**src/rtl/evt_cond_pkg.sv**
```systemverilog
package evt_cond_pkg;
  localparam int unsigned DEF_DIV_RATIO = 10;

  typedef enum logic {
    SRC_FAST = 1'b0,
    SRC_SLOW = 1'b1
  } src_sel_e;
endpackage

```
**src/rtl/evt_rise_det.sv**
```systemverilog
module evt_rise_det (
  input  logic clk,
  input  logic rst_n,
  input  logic lvl_in,
  output logic lvl_q,
  output logic rise
);
  logic lvl_d;

  always_comb begin
    lvl_d = lvl_in;
    rise  = lvl_in & ~lvl_q;
  end

  always_ff @(posedge clk or negedge rst_n) begin
    if (!rst_n) lvl_q <= 1'b0;
    else        lvl_q <= lvl_d;
  end
endmodule

```
**src/rtl/evt_decade_div.sv**
```systemverilog
module evt_decade_div #(
  parameter int unsigned DIV_RATIO = 10
) (
  input  logic clk,
  input  logic rst_n,
  input  logic div_en,
  input  logic rise,
  output logic div_out
);
  localparam int unsigned CNT_W = (DIV_RATIO > 2) ? $clog2(DIV_RATIO) : 1;
  localparam logic [CNT_W-1:0] LAST = CNT_W'(DIV_RATIO - 1);
  localparam logic [CNT_W-1:0] HALF = CNT_W'(DIV_RATIO / 2);

  logic [CNT_W-1:0] cnt_q, cnt_d;
  logic             mode_q;
  logic             mode_chg;
  logic             cnt_ce;

  always_comb begin
    mode_chg = (div_en != mode_q);
    cnt_ce   = mode_chg | (div_en & rise);
    cnt_d    = cnt_q;
    if (mode_chg)          cnt_d = '0;
    else if (cnt_q == LAST) cnt_d = '0;
    else                   cnt_d = cnt_q + 1'b1;
    div_out  = (cnt_q >= HALF);
  end

  always_ff @(posedge clk or negedge rst_n) begin
    if (!rst_n) begin
      cnt_q  <= '0;
      mode_q <= 1'b0;
    end else begin
      mode_q <= div_en;
      if (cnt_ce) cnt_q <= cnt_d;
    end
  end

  assert_cnt_range_R3: assert property (@(posedge clk) disable iff (!rst_n)
    cnt_q <= LAST);
  assert_clear_on_ratio_R6: assert property (@(posedge clk) disable iff (!rst_n)
    (div_en != mode_q) |=> (cnt_q == '0));
  assert_hold_no_edge_R5: assert property (@(posedge clk) disable iff (!rst_n)
    (!rise && (div_en == mode_q)) |=> $stable(cnt_q));
  assert_reset_zero_R1: assert property (@(posedge clk)
    !rst_n |-> (cnt_q == '0));
endmodule

```
**src/rtl/evt_path_sel.sv**
```systemverilog
module evt_path_sel
  import evt_cond_pkg::*;
(
  input  logic fast_lvl,
  input  logic div_lvl,
  input  logic slow_lvl,
  input  logic div_en,
  input  logic inv_en,
  input  logic src_slow,
  output logic sel_lvl
);
  logic     fast_path;
  logic     fast_pol;
  src_sel_e src;

  always_comb begin
    src       = src_sel_e'(src_slow);
    fast_path = div_en ? div_lvl : fast_lvl;
    fast_pol  = fast_path ^ inv_en;
    case (src)
      SRC_SLOW: sel_lvl = slow_lvl;
      default:  sel_lvl = fast_pol;
    endcase
  end
endmodule

```
**src/rtl/evt_strobe_out.sv**
```systemverilog
module evt_strobe_out (
  input  logic clk,
  input  logic rst_n,
  input  logic sel_lvl,
  output logic sq_out,
  output logic edge_stb
);
  logic sq_d, stb_d;

  always_comb begin
    sq_d  = sel_lvl;
    stb_d = sel_lvl & ~sq_out;
  end

  always_ff @(posedge clk or negedge rst_n) begin
    if (!rst_n) begin
      sq_out   <= 1'b0;
      edge_stb <= 1'b0;
    end else begin
      sq_out   <= sq_d;
      edge_stb <= stb_d;
    end
  end

  assert_stb_on_rise_R9: assert property (@(posedge clk) disable iff (!rst_n)
    edge_stb |-> (sq_out && !$past(sq_out)));
  assert_rise_has_stb_R9: assert property (@(posedge clk) disable iff (!rst_n)
    $rose(sq_out) |-> edge_stb);
  assert_stb_single_R9: assert property (@(posedge clk) disable iff (!rst_n)
    edge_stb |=> !edge_stb);
endmodule

```
**src/rtl/evt_cond_top.sv**
```systemverilog
module evt_cond_top
  import evt_cond_pkg::*;
#(
  parameter int unsigned DIV_RATIO = DEF_DIV_RATIO
) (
  input  logic clk,
  input  logic rst_n,
  input  logic fast_in,
  input  logic slow_in,
  input  logic div_en,
  input  logic inv_en,
  input  logic src_slow,
  output logic sq_out,
  output logic edge_stb
);
  logic fast_q, fast_rise, div_lvl, sel_lvl;

  evt_rise_det u_rise (
    .clk(clk), .rst_n(rst_n), .lvl_in(fast_in), .lvl_q(fast_q), .rise(fast_rise)
  );

  evt_decade_div #(.DIV_RATIO(DIV_RATIO)) u_div (
    .clk(clk), .rst_n(rst_n), .div_en(div_en), .rise(fast_rise), .div_out(div_lvl)
  );

  evt_path_sel u_sel (
    .fast_lvl(fast_in), .div_lvl(div_lvl), .slow_lvl(slow_in),
    .div_en(div_en), .inv_en(inv_en), .src_slow(src_slow), .sel_lvl(sel_lvl)
  );

  evt_strobe_out u_out (
    .clk(clk), .rst_n(rst_n), .sel_lvl(sel_lvl), .sq_out(sq_out), .edge_stb(edge_stb)
  );

  assert_slow_route_R8: assert property (@(posedge clk) disable iff (!rst_n)
    (src_slow && $past(src_slow)) |-> (sq_out == $past(slow_in)));
  assert_pass_route_R2: assert property (@(posedge clk) disable iff (!rst_n)
    (!$past(src_slow) && !$past(div_en) && !$past(inv_en)) |-> (sq_out == $past(fast_in)));
  assert_reset_out_R1: assert property (@(posedge clk)
    !rst_n |-> (!sq_out && !edge_stb));
endmodule

```
**config.mk**
```make
export PLATFORM = sky130hd
export DESIGN_NAME = evt_cond_top
export DESIGN_NICKNAME = d
export VERILOG_FILES = /design/src/rtl/evt_cond_pkg.sv /design/src/rtl/evt_rise_det.sv /design/src/rtl/evt_decade_div.sv /design/src/rtl/evt_path_sel.sv /design/src/rtl/evt_strobe_out.sv /design/src/rtl/evt_cond_top.sv
export SDC_FILE = /design/constraint.sdc
export NUM_CORES = 1
export LEC_CHECK = 0
export BUFFER_PORTS_ARGS = -buffer_cell sky130_fd_sc_hd__buf_2
export CAP_MARGIN = 10
export CORE_AREA = 2 2 39 41
export DETAILED_ROUTE_END_ITERATION = 8
export DIE_AREA = 0 0 41 43
export PLACE_DENSITY = 0.59
export SYNTH_ARGS = -nofsm -noshare
export SYNTH_HDL_FRONTEND = slang
export SYNTH_SLANG_ARGS = --single-unit
```
**constraint.sdc**
```tcl
create_clock -name clk -period 1.5 [get_ports clk]
set_clock_uncertainty 0.2 [all_clocks]
set_input_delay 0.075 -clock clk [delete_from_list [all_inputs] [get_ports clk]]
set_output_delay 0.075 -clock clk [all_outputs]
set_load 0.02 [all_outputs]
```
==> impl_results.md <==
* P_leak at 0.2367 nW
* First-pass GRT wire length at 1435 µm
* DR WL/cell at 10.92 µm
* Hold Crit Class: input pin to async pin
* Footprint of the multi-input gates at 202.7 µm²
* Worst R2R End: u_out.sq_out
* Req. time, crit path at 1.43 ns
* Max rail drop VDD at 0.5074 mV
* Row Count at 14
* Avg Inst Size Synth at 10.50 µm²
* Setup Fix Bufs, Post-CTS at 0
* Core Area at 0.001384 mm²
* Worst reg2reg setup slack at 0.14 ns
* Sequential Power Share at 0.504
* Worst path slowest cell: dlygate4sd3_1
* Global route overflow at 0
* Final period util at 0.9563
* Final wirelength at 775 µm
* Pwr Density at 846.5 mW/mm²
* Post-Syn Area at 399.1 µm²
* Crit. End Element: flip-flop
* Worst-path clk slew at 0.06 ns
* Cells after Synth at 38
* Vias/cell at 4.577
* Fin util at 0.3924
* Critical-path cell list: dlygate4sd3_1, buf_2, mux2i_2, and3_4, nor3_2, nor2_1
* Fin crit period at 1.435 ns
* DPL Wire Length at 561.8 µm
* Sequential fraction of the synthesis area at 0.5016
* Iter 0 DRT Violations at 6
* TritonCTS clock tree: built
* Final cell count without fillers at 71
* CP Launch Point: div_en
* Crit-path max cell delay at 0.53 ns
* #FFs+latches synth at 8
* Worst skew pair latency at 0.25 ns
* Drt pass-1 iters at 2
* Register area at 200.2 µm²
* Clock sink count at 8
* Ys Warns at 0
* Net Switching at 0.0001112 W
* Slew @ Worst Pin at 0.2721 ns
* Worst setup SP type: input pin
* Gpl congestion at 0.7334
* R2R Path Start: u_div.cnt_q[2]
* Total GRT Usage at 0.1227
* Initial core utilization at 0.2884
* Post-DP Area at 466.7 µm²
* Clock power frac at 0.358
* Area Overhead vs Synth at 36.05%
* Initial antenna violation count at 0
* Final #Nets at 64
* Finished Cell Area at 543.0 µm²
* Clock Tree Root: clkbuf_4
* Placed Cells incl. Taps at 63
* Input/output buffers at 8
* Longest Clk Path Bufs at 2
* Pre-CTS WS at 0.1415 ns
* Rel. slew slack at 0.8179
* # setup viols final at 0
* P_int at 0.0003485 W
* Setup WS post-layout at 0.06548 ns
* Vias in the first global route at 354
* Inserted Clock Buffers at 3
* Fill cells at 137
* Max Cap Viol at 0
* Switching share of power at 0.2420
* Combinational share of power at 0.138
* Die width at 41 µm
* Synthesized net count at 45
* Highest clock rate at 0.6971 GHz
* Arrival time worst endpoint at 1.37 ns
* Die area at 0.001763 mm²
* Via count at 325
* Crit Path Max Fanout at 6
* Layout cells sized above 1 at 0.3273
* Worst Reg2Reg Path Length in Cells at 4
* CP Capture Point: u_out.sq_out
* Outcome: complete, no violations
* Distinct cells, synth at 20
* Post-route DRC at 0
* Critical path type: input pin to flip-flop
* Max-slew violation count at 0
* Fin. Hold Viols at 0
* Die Y at 43 µm
* ANT cells at 0
* Largest net degree at the start of global routing at 9
* Boundary Pins at 9
* DRT antenna net count at 0
* H-tree levels at 1
cell type report:
class	instances	share of cell area
clock buffers	3	0.04147
multi-input cells	30	0.3733
flip-flops and latches	8	0.3687
well taps	16	0.03687
repair buffers	14	0.1797
Yosys cell counts, drive strengths merged:
master   count  area, µm²
dfrtp        8      200.2
nor3         3      25.02
nor2         2      7.510
o211ai       2      20.02
o21ai        4      20.01
nand3        1      5.000
nor3b        1      7.510
mux2i        1      10.01
xnor2        1      8.760
nor2b        3      18.77
nand2        5      18.77
and3         1      11.26
a21oi        2      10.01
o2111ai      1      8.760
nand3b       1      11.26
and2b        1      7.510
xor2         1      8.760
power groups by stage:
stage	Combinational, W	Sequential (W)	Clock [W]
after floorplan	0.0000217	0.000241	0
after global placement	0.0000521	0.000235	0
after detailed placement	0.0000528	0.000236	0
after CTS	0.0000629	0.000232	0.000169
after global routing	0.0000703	0.000233	0.000185
final	0.0000634	0.000232	0.000165
layer usage:
layer  track usage  part of all wire  vias up
li1              -                 -      172
met1        0.1561              0.50      147
met2        0.1844              0.46        6
met3       0.04712             0.035        0
met4       0.04000                 0        0
met5             0                 0        -
cell usage in the layout, fill, tap and decap left out:
cell type,instances
nor3b_1,1
a21oi_1,2
xor2_1,1
xnor2_1,1
nor2_1,2
mux2i_2,1
o21ai_1,3
clkbuf_4,3
nand2_1,5
o211ai_2,1
o21ai_0,1
and3_4,1
buf_4,1
nor3_1,1
o2111ai_1,1
nand3_1,1
nor2b_1,3
dlygate4sd3_1,5
buf_2,8
dfrtp_1,8
and2b_1,1
o211ai_1,1
nand3b_2,1
nor3_2,2
flip-flops by register name (all words and copies together), names as in the netlist:
name            count
u_rise.lvl_q        1
u_div.mode_q        1
u_div.cnt_q         4
u_out.edge_stb      1
u_out.sq_out        1
worst min-delay path by stage:
stage,startpoint,endpoint,slack [ns],cells after the start
4_1_cts,rst_n,u_div.cnt_q[2],0.01,2
2_1_floorplan,rst_n,u_div.cnt_q[0],-0.42,0
6_report,rst_n,u_div.cnt_q[2],0.006,2
3_5_place_dp,rst_n,u_div.cnt_q[2],-0.27,1
5_1_grt,rst_n,u_div.cnt_q[2],0.02,2
3_3_place_gp,rst_n,u_div.cnt_q[2],-0.27,1
worst max-delay path, delay by kind of cell:
family | cells | cell delay, ns
buf+inv | 2 | 0.69
simple gates | 3 | 0.45
mux | 1 | 0.16
repair_timing:
item	4_1_cts	5_1_grt
hold buffers	5	0
hold endpoints to repair	13	0
resized for setup	0	1
setup endpoints to repair	0	2
stage by stage:
stage	setup TNS, ns	hold slack (ns)	power, W
global placement	0	-0.2706	0.0002873
CTS	0	0.01136	0.0004631
finish	0	0.006068	0.0004597
floorplan	0	-0.4206	0.0002631
global route	-0.0004087	0.02271	0.0004884
detailed placement	0	-0.2666	0.0002883
cells by family after synthesis:
| kind of cell | Yosys count | synth area share |
|---|---|---|
| compound gates | 9 | 0.1473 |
| xor+xnor | 2 | 0.04390 |
| flops | 8 | 0.5016 |
| mux | 1 | 0.02508 |
| simple gates | 18 | 0.2821 |
(Power assumes the default switching activity.)
